`src/rtl/bus_seq_pkg.sv`:
```
package bus_seq_pkg;
  typedef enum logic [2:0] {
    ST_IDLE = 3'd0,
    ST_T1   = 3'd1,
    ST_T2   = 3'd2,
    ST_T3   = 3'd3,
    ST_TW   = 3'd4,
    ST_T4   = 3'd5
  } bstate_e;

  // active-low high byte enable from size and address bit 0
  function automatic logic hi_lane_n(input logic word, input logic a0);
    return !(word || a0);
  endfunction
endpackage

```
`src/rtl/bus_seq_fsm.sv`:
```
module bus_seq_fsm
  import bus_seq_pkg::*;
(
  input  logic    clk_i,
  input  logic    rst_ni,
  input  logic    req_valid_i,
  input  logic    ready_i,
  output bstate_e state_o,
  output logic    half_o,
  output logic    accept_o,
  output logic    capture_o
);
  bstate_e state_q, state_d;
  logic    half_q, half_d;
  logic    wait_pt;

  assign wait_pt   = (state_q == ST_T3 || state_q == ST_TW) && half_q;
  assign accept_o  = (state_q == ST_IDLE) && req_valid_i;
  assign capture_o = wait_pt && ready_i;

  always_comb begin
    state_d = state_q;
    half_d  = half_q;
    if (state_q == ST_IDLE) begin
      half_d = 1'b0;
      if (req_valid_i) state_d = ST_T1;
    end else if (!half_q) begin
      half_d = 1'b1;
    end else begin
      half_d = 1'b0;
      unique case (state_q)
        ST_T1:        state_d = ST_T2;
        ST_T2:        state_d = ST_T3;
        ST_T3, ST_TW: state_d = ready_i ? ST_T4 : ST_TW;
        ST_T4:        state_d = ST_IDLE;
        default:      state_d = ST_IDLE;
      endcase
    end
  end

  always_ff @(posedge clk_i or negedge rst_ni) begin
    if (!rst_ni) begin
      state_q <= ST_IDLE;
      half_q  <= 1'b0;
    end else begin
      state_q <= state_d;
      half_q  <= half_d;
    end
  end

  assign state_o = state_q;
  assign half_o  = half_q;

  AST_WAIT_ON_LOW_READY: assert property (@(posedge clk_i) disable iff (!rst_ni)
    (wait_pt && !ready_i) |=> (state_q == ST_TW && !half_q));
  AST_T4_ON_READY: assert property (@(posedge clk_i) disable iff (!rst_ni)
    (wait_pt && ready_i) |=> (state_q == ST_T4 && !half_q));
  AST_HALF_PAIRS: assert property (@(posedge clk_i) disable iff (!rst_ni)
    (state_q != ST_IDLE && !half_q) |=> (half_q && $stable(state_q)));
endmodule

```
`src/rtl/bus_seq_ctl.sv`:
```
module bus_seq_ctl
  import bus_seq_pkg::*;
(
  input  bstate_e state_i,
  input  logic    half_i,
  input  logic    write_i,
  input  logic    mem_i,
  input  logic    word_i,
  input  logic    a0_i,
  output logic    ale_o,
  output logic    rd_n_o,
  output logic    wr_n_o,
  output logic    den_n_o,
  output logic    dt_r_o,
  output logic    m_io_o,
  output logic    bhe_n_o,
  output logic    bus_oe_o,
  output logic    done_o,
  output logic    idle_o
);
  logic active, data_ph, t4_first, t2_first, rd_act, wr_act;

  always_comb begin
    active   = (state_i != ST_IDLE);
    data_ph  = (state_i == ST_T2) || (state_i == ST_T3) || (state_i == ST_TW);
    t2_first = (state_i == ST_T2) && !half_i;
    t4_first = (state_i == ST_T4) && !half_i;
    // read strobe held back for the first half of T2 while the bus floats
    rd_act   = !write_i && data_ph && !t2_first;
    wr_act   = write_i && data_ph;

    ale_o    = (state_i == ST_T1) && !half_i;
    rd_n_o   = !rd_act;
    wr_n_o   = !wr_act;
    den_n_o  = !(rd_act || wr_act || t4_first);
    bus_oe_o = (state_i == ST_T1) || (write_i && (data_ph || t4_first));
    dt_r_o   = active && write_i;
    m_io_o   = active && mem_i;
    bhe_n_o  = active ? hi_lane_n(word_i, a0_i) : 1'b1;
    done_o   = t4_first;
    idle_o   = !active;
  end
endmodule

```
`src/rtl/bus_seq_dp.sv`:
```
module bus_seq_dp
  import bus_seq_pkg::*;
#(
  parameter int ADDR_W = 20,
  parameter int DATA_W = 16
) (
  input  logic              clk_i,
  input  logic              rst_ni,
  input  logic              accept_i,
  input  logic              capture_i,
  input  logic [ADDR_W-1:0] req_addr_i,
  input  logic [DATA_W-1:0] req_wdata_i,
  input  logic              req_write_i,
  input  logic              req_mem_i,
  input  logic              req_word_i,
  input  bstate_e           state_i,
  input  logic [DATA_W-1:0] bus_i,
  output logic [ADDR_W-1:0] bus_o,
  output logic [DATA_W-1:0] rdata_o,
  output logic              write_o,
  output logic              mem_o,
  output logic              word_o,
  output logic              a0_o
);
  localparam int HI_W = ADDR_W - DATA_W;

  logic [ADDR_W-1:0] addr_q;
  logic [DATA_W-1:0] wdata_q, rdata_q;
  logic              write_q, mem_q, word_q;

  always_ff @(posedge clk_i or negedge rst_ni) begin
    if (!rst_ni) begin
      addr_q  <= '0;
      wdata_q <= '0;
      write_q <= 1'b0;
      mem_q   <= 1'b0;
      word_q  <= 1'b0;
    end else if (accept_i) begin
      addr_q  <= {req_addr_i[ADDR_W-1:1], req_addr_i[0] & ~req_word_i};
      wdata_q <= req_wdata_i;
      write_q <= req_write_i;
      mem_q   <= req_mem_i;
      word_q  <= req_word_i;
    end
  end

  always_ff @(posedge clk_i or negedge rst_ni) begin
    if (!rst_ni)        rdata_q <= '0;
    else if (capture_i) rdata_q <= bus_i;
  end

  generate
    if (HI_W > 0) begin : g_hi
      assign bus_o = (state_i == ST_T1) ? addr_q : {{HI_W{1'b0}}, wdata_q};
    end else begin : g_flat
      assign bus_o = (state_i == ST_T1) ? addr_q : wdata_q[ADDR_W-1:0];
    end
  endgenerate

  assign rdata_o = rdata_q;
  assign write_o = write_q;
  assign mem_o   = mem_q;
  assign word_o  = word_q;
  assign a0_o    = addr_q[0];

  AST_REQ_HELD: assert property (@(posedge clk_i) disable iff (!rst_ni)
    (state_i != ST_IDLE) |=> ($stable(addr_q) && $stable(wdata_q) && $stable(write_q)));
  AST_RDATA_HOLD: assert property (@(posedge clk_i) disable iff (!rst_ni)
    !capture_i |=> $stable(rdata_o));
endmodule

```
`src/rtl/bus_seq_top.sv`:
```
module bus_seq_top
  import bus_seq_pkg::*;
#(
  parameter int ADDR_W = 20,
  parameter int DATA_W = 16
) (
  input  logic              clk_i,
  input  logic              rst_ni,
  input  logic              req_valid_i,
  output logic              req_ready_o,
  input  logic [ADDR_W-1:0] req_addr_i,
  input  logic [DATA_W-1:0] req_wdata_i,
  input  logic              req_write_i,
  input  logic              req_mem_i,
  input  logic              req_word_i,
  input  logic              ready_i,
  input  logic [DATA_W-1:0] bus_i,
  output logic [ADDR_W-1:0] bus_o,
  output logic              bus_oe_o,
  output logic              ale_o,
  output logic              rd_n_o,
  output logic              wr_n_o,
  output logic              m_io_o,
  output logic              dt_r_o,
  output logic              den_n_o,
  output logic              bhe_n_o,
  output logic [DATA_W-1:0] rdata_o,
  output logic              done_o
);
  bstate_e state;
  logic    half, accept, capture;
  logic    write_q, mem_q, word_q, a0_q;

  bus_seq_fsm u_fsm (
    .clk_i       (clk_i),
    .rst_ni      (rst_ni),
    .req_valid_i (req_valid_i),
    .ready_i     (ready_i),
    .state_o     (state),
    .half_o      (half),
    .accept_o    (accept),
    .capture_o   (capture)
  );

  bus_seq_dp #(.ADDR_W(ADDR_W), .DATA_W(DATA_W)) u_dp (
    .clk_i       (clk_i),
    .rst_ni      (rst_ni),
    .accept_i    (accept),
    .capture_i   (capture),
    .req_addr_i  (req_addr_i),
    .req_wdata_i (req_wdata_i),
    .req_write_i (req_write_i),
    .req_mem_i   (req_mem_i),
    .req_word_i  (req_word_i),
    .state_i     (state),
    .bus_i       (bus_i),
    .bus_o       (bus_o),
    .rdata_o     (rdata_o),
    .write_o     (write_q),
    .mem_o       (mem_q),
    .word_o      (word_q),
    .a0_o        (a0_q)
  );

  bus_seq_ctl u_ctl (
    .state_i  (state),
    .half_i   (half),
    .write_i  (write_q),
    .mem_i    (mem_q),
    .word_i   (word_q),
    .a0_i     (a0_q),
    .ale_o    (ale_o),
    .rd_n_o   (rd_n_o),
    .wr_n_o   (wr_n_o),
    .den_n_o  (den_n_o),
    .dt_r_o   (dt_r_o),
    .m_io_o   (m_io_o),
    .bhe_n_o  (bhe_n_o),
    .bus_oe_o (bus_oe_o),
    .done_o   (done_o),
    .idle_o   (req_ready_o)
  );

  AST_STROBE_EXCL: assert property (@(posedge clk_i) disable iff (!rst_ni)
    !(!rd_n_o && !wr_n_o));
  AST_READ_FLOATS: assert property (@(posedge clk_i) disable iff (!rst_ni)
    !rd_n_o |-> !bus_oe_o);
  AST_ALE_FALL_ADDR: assert property (@(posedge clk_i) disable iff (!rst_ni)
    $fell(ale_o) |-> (bus_oe_o && $stable(bus_o)));
  AST_MIO_STEADY: assert property (@(posedge clk_i) disable iff (!rst_ni)
    (!req_ready_o && $past(!req_ready_o)) |-> ($stable(m_io_o) && $stable(dt_r_o)));
  AST_DEN_COVERS_STROBE: assert property (@(posedge clk_i) disable iff (!rst_ni)
    (!rd_n_o || !wr_n_o) |-> !den_n_o);
  AST_DONE_SINGLE: assert property (@(posedge clk_i) disable iff (!rst_ni)
    done_o |=> !done_o);
  AST_NO_ACCEPT_BUSY: assert property (@(posedge clk_i) disable iff (!rst_ni)
    (!req_ready_o && req_valid_i) |=> !ale_o);
endmodule

```
`config.mk`:
```
export PLATFORM = sky130hd
export DESIGN_NAME = bus_seq_top
export DESIGN_NICKNAME = d
export VERILOG_FILES = /design/src/rtl/bus_seq_pkg.sv /design/src/rtl/bus_seq_fsm.sv /design/src/rtl/bus_seq_ctl.sv /design/src/rtl/bus_seq_dp.sv /design/src/rtl/bus_seq_top.sv
export SDC_FILE = /design/constraint.sdc
export NUM_CORES = 1
export LEC_CHECK = 0
export BUFFER_PORTS_ARGS = -buffer_cell sky130_fd_sc_hd__buf_2
export CORE_MARGIN = 2
export CORE_UTILIZATION = 40
export CTS_CLUSTER_DIAMETER = 80
export CTS_CLUSTER_SIZE = 25
export DETAILED_ROUTE_END_ITERATION = 8
export PLACE_DENSITY = 0.65
export SLEW_MARGIN = 20
export SYNTH_ARGS = -nofsm -noshare
export SYNTH_HDL_FRONTEND = slang
export SYNTH_SLANG_ARGS = --single-unit
export TNS_END_PERCENT = 1
```
`constraint.sdc`:
```
create_clock -name clk_i -period 1.88 [get_ports clk_i]
set_input_delay 0.376 -clock clk_i [delete_from_list [all_inputs] [get_ports clk_i]]
set_output_delay 0.376 -clock clk_i [all_outputs]
set_load 0.02 [all_outputs]
```
======== After elaboration in Yosys (flattened, before gate mapping) ========
Cells that the tools add are included.
storage, ports and cells
  flip-flop bits (word level) ............. 59
  input bits .............................. 59
  output and inout port bits .............. 46
  word-level logic and storage cells ...... 58
cells by class
  eq/ne operators ......................... 6
  multiplexer cells ....................... 9
  bitwise logic cells ..................... 2
  reduce and logical (&&, ||, !) cells .... 33
operators by type and width
  kind                                            count
  2-to-1 mux 20 bit                               1
  logical AND 1 bit                               12
  2-to-1 mux 3 bit                                3
  case mux 3 bit (3 select lines)                 1
  logical NOT 1 bit                               8
  logical OR 1 bit                                8
  == test 3 x 2 -> 1 bit (second input constant)  2
  == test 3 bit (second input constant)           2
  2-to-1 mux 1 bit                                4
  == test 3 x 1 -> 1 bit (second input constant)  1
  logical NOT 3 bit                               1
  nonzero test 3 bit                              1
  inequality test 2 bit (second input constant)   1
  AND reduction 2 bit                             1
  nonzero test 2 bit                              1
  OR reduction 2 bit                              1
  bitwise AND 1 bit                               1
  inverter 1 bit                                  1

======== Depth between registers and ports, before layout ========
Gate-level depths: netlist of the first run.
  depth after elaboration ................. 8
  depth in mapped cells ................... 5
  gate-level depth less buffers ........... 3

======== By module ========
From an unflattened synthesis of the first run, not the netlist that was laid out.
unflattened totals
  cells, all modules ...................... 188
  area, all modules ....................... 2,662.6 sq um
by module, submodules not included
  module       times used  cells each  area each (sq um)  seq. area each (sq um)
  bus_seq_dp   1           141         2,283.4            1,376.3
  bus_seq_fsm  1           28          245.2              100.1
  bus_seq_ctl  1           19          133.9              0.0

======== Worst setup path before layout of the first run ========
OpenSTA, ideal clock, no wires.
  path kind ............................... reg2out
  start ................................... register u_fsm.state_q[1], in the netlist u_fsm.state_o[1]
  end ..................................... output port bus_oe_o
  data arrival time ....................... 1,753 ps
  data required time ...................... 1,504 ps
  path slack .............................. -249 ps
  stages on the path, launching flop included .. 5
  path buffers ............................ 1
  cells stage by stage .................... dfrtp_1 -> clkbuf_1 -> nor4bb_1 -> a21oi_1 -> nand2_1
between the ends
  elaborated cells between the ends (all ways) .. 11
  those cells by class .................... 5 x eq/ne; 6 x reduce/logical
RTL lines
  element                 RTL line           source
  start, declared         bus_seq_fsm.sv:13  bstate_e state_q, state_d;
  start signal, assigned  bus_seq_fsm.sv:46  state_q <= state_d;
  == test 3 bit           bus_seq_ctl.sv:27  t4_first = (state_i == ST_T4) && !half_i;
  logical AND 1 bit       bus_seq_ctl.sv:27
  named net done_o        bus_seq_top.sv:28  output logic done_o
  logical OR 1 bit        bus_seq_ctl.sv:36  bus_oe_o = (state_i == ST_T1) || (write_i && (data_ph || t4_first));
  logical AND 1 bit       bus_seq_ctl.sv:36
  logical OR 1 bit        bus_seq_ctl.sv:36
  end, declared           bus_seq_top.sv:19  output logic bus_oe_o,
The timed path passes the listed nets, and every way through them passes these cells.

======== Final worst setup path of the first run ========
  start ................................... register u_fsm.state_q[1], in the netlist u_fsm.state_o[1]
  end ..................................... output port bus_o[12]
between the ends
  cells in the longest elaborated chain, start to end .. 2
ends and longest elaborated chain
  element                 RTL line           source
  == test 3 x 1 -> 1 bit  bus_seq_dp.sv:54   assign bus_o = (state_i == ST_T1) ? addr_q : {{HI_W{1'b0}}, wdata_q};
  2-to-1 mux 20 bit       bus_seq_dp.sv:54
  end, declared           bus_seq_top.sv:18  output logic [ADDR_W-1:0] bus_o,
No other way between the ends.

==> out/qor.csv, run 1 <==
metric;value;unit
Final nets;361;
DR vias;1829;
I/O Buffers;104;
CTS Sinks;59;
total track usage;15.9;%
combinational power share;51.8;%
final WL;5380;um
DR pass1 iterations;4;
RSZ-0062 raised after global routing;true;
Leak Pwr;0.00175;uW
CTS clk-pin slew, worst paths;0.07;ns
final std cells w/o fill;384;
Worst VDD drop;1450;uV
# setup viols final;19;
fill count;557;
register area share after synthesis;55.6;%
Die Wd;85.5;um
first-pass GRT wire length;8900;um
Overflow after GRT;0;
die height;85.5;um
starting density of the core;41.6;%
CTS Buffer Depth;2;
CP required;1.50;ns
endpoint class of the critical path;output pin;
CTS H-tree depth;3;
Top FF cell, synth;dfrtp_1;
cts hold-fix bufs;0;
Yosys warnings;0;
cell taking the most area after synthesis;dfrtp_1;
FFs w/ async S/R, synth;100;%
Core ar.;6390;um2
syn nets;246;
failing checks;negative setup slack;
drt drc;0;
multi-input logic area;1140;um2
Storage cell area;1480;um2
Placed Cells;366;
total CTS buffers;9;
status;finished with violations;
clk root buf;clkbuf_8;
Max Slew Vio Count;0;
Routed Antenna Nets;0;
worst skew pair latency;0.32;ns
Mapped Cells;187;
worst hold slack;0.0456;ns
Slew Limit Headroom;77.0;%
Worst R2R End;u_dp.addr_q[7];
Vias/cell;4.76;
Final Hold Viols;0;
syn avg cell area;14.2;um2
Internal Power;4620;uW
Sum Neg Setup Slack;-2.73;ns
Seq cells post-synth;59;
initial DRC count;87;
initial antenna violation count;0;
HPWL after detailed placement;3840;um
share of cells above drive strength 1;67.8;%
die area;7300;um2
Final Wtd Congestion;0.723;
top post-synthesis cells by count;59 x dfrtp_1, 59 x mux2_2, 10 x mux2_4;
clock power share;17.1;%
post-route cell area;3640;um2
I/O Pins;105;
r2r setup slk;0.04;ns
Area after DPL;3350;um2
Psw;2710;uW
largest net degree at the start of global routing;60;
Flop pwr share;31.1;%
r2r worst-path depth;5;
final setup margin;-0.163;ns
Max-Cap Viols;0;
Max FO, Critical Path;21;
CTS tree;built;
pwr dens;2010;nW/um2
vias in the first global route;1854;
Fmax;0.489;GHz
Tcrit/Tclk final;109;%
number of synthesized flops with an enable pin;0;
CP Launch Type;flop;
Worst Path Arrival;1.67;ns
Netlist cell types;27;
routed len/inst;14.0;um
Antenna diodes;0;
Area growth syn-to-layout;37.3;%
Rows;29;
Finished Core Util;57.1;%
Least-Margin Pin Slew;0.343;ns
top cells by area, synth;dfrtp_1 56%, mux2_2 25%, mux2_4 5.7%, buf_2 1.5%, o21ai_0 1.5%;
Yosys top cell area share;55.6;%
Sw Ratio;37.0;%
critical path type;flop to output pin;
Final min period;2.04;ns
Hold Crit Class;input port to async pin;
Cell Area, Synth;2650;um2
Setup Skew;0.00736;ns
worst reg2reg startpoint;u_fsm.state_o[0];
==> state kept, by name, indices dropped and copies added (netlist names) <==
signal / cells
u_dp.addr_q: 20
u_dp.mem_o: 1
u_dp.rdata_o: 16
u_dp.wdata_q: 16
u_dp.word_o: 1
u_dp.write_o: 1
u_fsm.half_o: 1
u_fsm.state_o: 3
==> cells by family after synthesis <==
| group | after synthesis | share of synthesized area (%) |
|---|---|---|
| compound gates | 15 | 3.58 |
| mux | 69 | 30.7 |
| buf+inv | 15 | 2.92 |
| simple gates | 29 | 7.17 |
| flops | 59 | 55.6 |
==> cell type report <==
cell class / count / share of cell area (%)
Clock buffer: 12 / 3.98
Inverter: 3 / 0.309
Sequential cell: 59 / 40.6
Multi-Input combinational cell: 113 / 31.4
Tap cell: 77 / 2.64
Timing Repair Buffer: 116 / 19.1
Clock inverter: 4 / 2.03
==> stage by stage <==
step | total power (uW) | setup slack [ns]
final | 7340 | -0.163
after global routing | 7830 | -0.238
after CTS | 7340 | -0.188
after detailed placement | 5960 | 0.0638
after global placement | 5870 | 0.0945
after floorplan | 4790 | -0.0384
==> layer usage <==
layer	track usage [%]	vias up	part of all wire [%]
met5	0	-	0
met4	6.93	0	1.3
met3	4.96	6	6.8
met2	25.6	76	49
met1	19.8	857	43
li1	-	890	-
==> critical path, cell delays in order (launching register included) <==
cell,delay (ns)
dfrtp_1,0.40
nor3b_4,0.23
buf_12,0.19
mux2_2,0.35
buf_2,0.16
==> timing repair <==
action | in CTS | in global routing
setup buffers | 1 | 1
endpoints found under the setup margin | 24 | 40
pin swaps | 0 | 1
resized for setup | 5 | 12
==> worst max-delay path by stage <==
stage / start / end / slack, ns / cells past startpoint
after CTS: u_fsm.state_o[1] / bus_o[12] / -0.19 / 4
after floorplan: u_fsm.state_o[1] / bus_oe_o / -0.04 / 4
after global routing: u_fsm.state_o[1] / bus_o[2] / -0.24 / 4
after global placement: u_fsm.state_o[0] / bus_o[4] / 0.09 / 4
after detailed placement: u_fsm.state_o[0] / bus_o[4] / 0.06 / 4
final: u_fsm.state_o[1] / bus_o[12] / -0.16 / 4
==> cells in the final DEF, fill, tap and decap left out, types with 2 or more instances in the layout <==
cell type	instances
buf_2	95
buf_4	14
bufinv_16	2
dfrtp_1	58
clkbuf_8	10
inv_1	3
nand2b_1	2
clkbuf_1	2
buf_12	4
mux2_4	11
buf_6	3
and2_1	5
nand2_1	6
and3b_1	2
o21ai_0	7
mux2_2	58
or2_2	2
nor3b_4	2
nor2_1	2
nor2b_1	3
a21oi_1	2
==> power groups by stage <==
stage / Combinational, uW / Clock (uW) / Sequential (uW)
after global routing: 4100 / 1360 / 2380
after detailed placement: 3670 / 0 / 2290
after CTS: 3750 / 1300 / 2280
after floorplan: 2370 / 0 / 2420
after global placement: 3600 / 0 / 2270
final: 3800 / 1250 / 2280
Note: power is estimated with default switching activity, not from simulation.
==> inputs of run 2 (changes only) <==
--- a/config.mk
+++ b/config.mk
@@ -11,6 +11,7 @@
 export CTS_CLUSTER_DIAMETER = 80
 export CTS_CLUSTER_SIZE = 25
 export DETAILED_ROUTE_END_ITERATION = 8
+export HOLD_SLACK_MARGIN = 0.06
 export PLACE_DENSITY = 0.65
 export SLEW_MARGIN = 20
 export SYNTH_ARGS = -nofsm -noshare
==> out/qor.csv, run 2 (synthesis gave the netlist of run 1 again) <==
metric;value;unit
worst hold slack;0.266;ns
drt drc;0;
routed len/inst;14.0;um
Final min period;2.04;ns
Tcrit/Tclk final;109;%
CP required;1.50;ns
die height;85.5;um
worst reg2reg startpoint;u_fsm.state_o[0];
initial DRC count;86;
CP Launch Type;flop;
Final nets;362;
Max FO, Critical Path;21;
Max-Cap Viols;0;
M1 WL;2310;um
final setup margin;-0.163;ns
Flop pwr share;31.1;%
Routed Antenna Nets;0;
largest net degree at the start of global routing;60;
Worst VDD drop;1450;uV
Vias/cell;4.76;
die area;7300;um2
CTS H-tree depth;3;
DR pass1 iterations;4;
Detail Route met2 WL;2630;um
Die Wd;85.5;um
Worst R2R End;u_dp.addr_q[7];
final WL;5380;um
Setup Skew;0.00736;ns
RSZ-0062 raised after global routing;true;
failing checks;negative setup slack;
Slew Limit Headroom;77.0;%
worst skew pair latency;0.32;ns
Final Wtd Congestion;0.723;
Leak Pwr;0.00176;uW
Least-Margin Pin Slew;0.343;ns
r2r setup slk;0.04;ns
HPWL after detailed placement;3840;um
share of cells above drive strength 1;67.5;%
largest register by flop count;u_dp.addr_q;
Hold Crit Class;input port to flop;
pwr dens;2010;nW/um2
endpoint class of the critical path;output pin;
Core ar.;6390;um2
Overflow after GRT;0;
# setup viols final;19;
I/O Pins;105;
first-pass GRT wire length;8910;um
Area growth syn-to-layout;37.7;%
Psw;2710;uW
Hold Path End;u_dp.write_o;
CTS Sinks;59;
r2r worst-path depth;5;
Rows;29;
max reg flops;20;
Final Hold Viols;0;
CTS Buffer Depth;2;
critical path type;flop to output pin;
worst slack, placed;0.0638;ns
hold path cells;3;
Internal Power;4620;uW
DR vias;1833;
Worst Path Arrival;1.67;ns
CTS tree;built;
clk root buf;clkbuf_8;
Fmax;0.489;GHz
most frequent cells in the layout;95 x buf_2, 58 x mux2_2, 58 x dfrtp_1;
Antenna diodes;0;
total CTS buffers;9;
vias in the first global route;1857;
uppermost routed layer;met4;
Finished Core Util;57.2;%
starting density of the core;41.6;%
status;finished with violations;
Worst Hold Launch;req_write_i;
total track usage;15.9;%
Max Slew Vio Count;0;
combinational power share;51.8;%
met3 wire len;368;um
clock power share;17.1;%
Sum Neg Setup Slack;-2.73;ns
initial antenna violation count;0;
I/O Buffers;104;
CTS clk-pin slew, worst paths;0.06;ns
total power;7340;uW
most common cell after layout, fill and taps aside;buf_2;
Sw Ratio;37.0;%
## run 2: worst max-delay path by stage
stage | from | to | depth (start not counted)
6_report | u_fsm.state_o[1] | bus_o[12] | 4
5_1_grt | u_fsm.state_o[1] | bus_o[2] | 4
4_1_cts | u_fsm.state_o[1] | bus_o[12] | 4
3_5_place_dp | u_fsm.state_o[0] | bus_o[4] | 4
3_3_place_gp | u_fsm.state_o[0] | bus_o[4] | 4
2_1_floorplan | u_fsm.state_o[1] | bus_oe_o | 4
## run 2: worst max-delay path: stages, from the launching register on
cell	delay (ns)
dfrtp_1	0.40
nor3b_4	0.23
buf_12	0.19
mux2_2	0.35
buf_2	0.16
## run 2: cell type report
class | count | area, um2
well taps | 77 | 96.3
inverters | 3 | 11.3
fillers | 556 | 2730
clock inverters | 4 | 73.8
clock buffers | 12 | 145
multi-input cells | 113 | 1140
repair buffers | 117 | 704
flip-flops and latches | 59 | 1480
## run 2: routing by layer
metal  up-vias  GRT usage [%]
met2        76           25.6
li1        892              -
met1       859           19.8
met3         6           4.96
met4         0           6.93
met5         -              0
## run 2: power groups by stage
| stage | sequential, uW | clock (uW) | combinational (uW) |
|---|---|---|---|
| final | 2280 | 1250 | 3800 |
| after global routing | 2380 | 1360 | 4100 |
| after CTS | 2280 | 1300 | 3750 |
| after detailed placement | 2290 | 0 | 3670 |
| after global placement | 2270 | 0 | 3600 |
| after floorplan | 2420 | 0 | 2370 |
## run 2: per-stage QoR
step | instance area, um2 | std cells
final | 3650 | 385
after global routing | 3650 | 385
after CTS | 3610 | 384
after detailed placement | 3350 | 366
after global placement | 3350 | 366
after floorplan | 2670 | 187
## run 2: repair_timing
action	in CTS	in global routing
cloned	0	0
endpoints found under the setup margin	24	40
gates resized for setup	5	12
endpoints found under the hold margin	59	0
hold buffers	1	0
pin swaps	0	1
buffers inserted	1	1
==> inputs of run 3 (changes only) <==
--- a/config.mk
+++ b/config.mk
@@ -16,5 +16,6 @@
 export SLEW_MARGIN = 20
 export SYNTH_ARGS = -nofsm -noshare
 export SYNTH_HDL_FRONTEND = slang
+export SYNTH_HIERARCHICAL = 1
 export SYNTH_SLANG_ARGS = --single-unit
 export TNS_END_PERCENT = 1
==> out/qor.csv, run 3 <==
metric;value;unit
status;finished with violations;
failing checks;negative setup slack;
Vias/cell;4.92;
Max-Cap Viols;0;
Top FF cell, synth;dfrtp_1;
CTS Buffer Depth;2;
Cell Area, Synth;2660;um2
# setup viols final;20;
syn nets;247;
CTS clk-pin slew, worst paths;0.06;ns
Yosys top cell area share;55.5;%
drt drc;0;
die height;85.6;um
max reg flops;20;
number of synthesized flops with an enable pin;0;
Finished Core Util;56.3;%
I/O Buffers;104;
register area share after synthesis;55.5;%
Mapped Cells;188;
first-pass GRT wire length;8890;um
Leak Pwr;0.00170;uW
HPWL after detailed placement;3890;um
Worst Path Arrival;1.67;ns
endpoint class of the critical path;output pin;
Overflow after GRT;0;
most frequent cells in the layout;94 x buf_2, 67 x mux2_2, 59 x dfrtp_1;
clk root buf;clkbuf_8;
initial DRC count;50;
I/O Pins;105;
syn avg cell area;14.2;um2
Antenna diodes;0;
CP Launch Type;flop;
top post-synthesis cells by count;70 x mux2_2, 59 x dfrtp_1, 6 x a21oi_1, 6 x buf_2;
largest register by flop count;u_dp/addr_q;
DR vias;1896;
total track usage;15.4;%
Least-Margin Pin Slew;0.413;ns
Core ar.;6390;um2
die area;7320;um2
Final nets;364;
critical path launch point;u_fsm/state_o[1];
top cells by area, synth;dfrtp_1 55%, mux2_2 30%, buf_6 1.7%, and2_1 1.2%, a21oi_1 1.1%;
post-route cell area;3600;um2
Yosys warnings;6;
Worst VDD drop;1080;uV
Die Wd;85.6;um
RSZ-0062 raised after global routing;true;
worst reg2reg startpoint;u_fsm/state_o[2];
dominant cell by count in the synthesized netlist;mux2_2;
routed len/inst;14.1;um
Max FO, Critical Path;12;
CP required;1.50;ns
cell taking the most area after synthesis;dfrtp_1;
Routed Antenna Nets;0;
Final Hold Viols;0;
DR pass1 iterations;4;
Final Wtd Congestion;0.739;
worst skew pair latency;0.32;ns
pwr dens;1990;nW/um2
CTS tree;built;
Tcrit/Tclk final;109;%
starting density of the core;41.7;%
vias in the first global route;1948;
cts hold-fix bufs;0;
Final min period;2.05;ns
largest net degree at the start of global routing;34;
Setup Skew;0.00600;ns
Fmax;0.488;GHz
final WL;5410;um
share of cells above drive strength 1;67.9;%
CTS Sinks;59;
final setup margin;-0.170;ns
initial antenna violation count;0;
FFs w/ async S/R, synth;100;%
Area growth syn-to-layout;35.2;%
CTS H-tree depth;3;
worst slack, placed;0.151;ns
Hold Crit Class;input port to async pin;
total CTS buffers;9;
Seq cells post-synth;59;
Netlist cell types;29;
Max Slew Vio Count;0;
critical path type;flop to output pin;
Slew Limit Headroom;72.5;%
Rows;29;
most common cell after layout, fill and taps aside;buf_2;
Area after DPL;3320;um2
-- run 3: changes by cell type after synthesis, moves of 3 or more --
cell / delta
mux2_2: +11
mux2_4: -9
a21oi_1: +4
buf_6: +3
nor3b_1: +3
o21ai_0: -3
-- run 3: per-stage QoR --
| stage | total power (uW) | setup TNS (ns) | std cells | hold WS, ns |
|---|---|---|---|---|
| 2_1_floorplan | 4790 | 0 | 188 | 0.0804 |
| 3_3_place_gp | 5770 | 0 | 370 | 0.404 |
| 3_5_place_dp | 5840 | 0 | 370 | 0.408 |
| 4_1_cts | 7000 | -3.16 | 384 | 0.0632 |
| 5_1_grt | 7650 | -4.71 | 385 | 0.0830 |
| 6_report | 7160 | -2.65 | 385 | 0.0583 |
-- run 3: final timing paths --
path                                          to  slack [ns]  depth (start not counted)
min in group clk_i                u_dp/addr_q[1]        0.28                          2
worst max-delay path                   bus_o[10]       -0.17                          4
worst min register to register   u_dp/addr_q[16]        0.50                          1
worst max register to register   u_dp/rdata_o[4]        0.15                          6
max in group asynchronous       u_dp/rdata_o[15]        1.48                          2
worst min-delay path             u_dp/addr_q[16]        0.06                          2
-- run 3: kinds of logic after synthesis --
family	count (synthesis)	share of synthesized area (%)
multiplexers	71	30.2
AND/OR/NAND/NOR	30	7.75
flip-flops	59	55.5
AO/OA/AOI/OAI	15	3.34
buffers and inverters	13	3.29
-- run 3: repair_timing --
action                                  in CTS  in global routing
resized for setup                            4                 21
setup buffers                                0                  1
pin swaps                                    0                  1
endpoints found under the setup margin      23                 29
-- run 3: cell type report --
class / count / area [um2]
fill: 570 / 2790
sequential: 59 / 1480
multi-input combinational: 116 / 1130
tap: 77 / 96.3
timing repair buffer: 117 / 702
clock buffer: 11 / 141
inverter: 2 / 7.51
clock inverter: 3 / 40.0
-- run 3: critical path, cell delays in order, from the launching register on --
cell and delay, ns:
dfrtp_1 0.41, nor3b_4 0.24, buf_6 0.19, mux2_2 0.35
buf_2 0.16
-- run 3: layer usage --
metal | global-route usage (%) | wire (um) | up-vias
met1 | 19.3 | 2320 | 904
met4 | 6.06 | 76 | 0
met5 | 0 | 0 | -
li1 | - | - | 906
met2 | 24.4 | 2470 | 79
met3 | 5.68 | 538 | 7
-- run 3: report_power, final --
part	internal [uW]	total, uW	switching [uW]
Clock	630	1080	451
Combinational	1920	3810	1890
Sequential	1920	2270	350
Total	4470	7160	2690
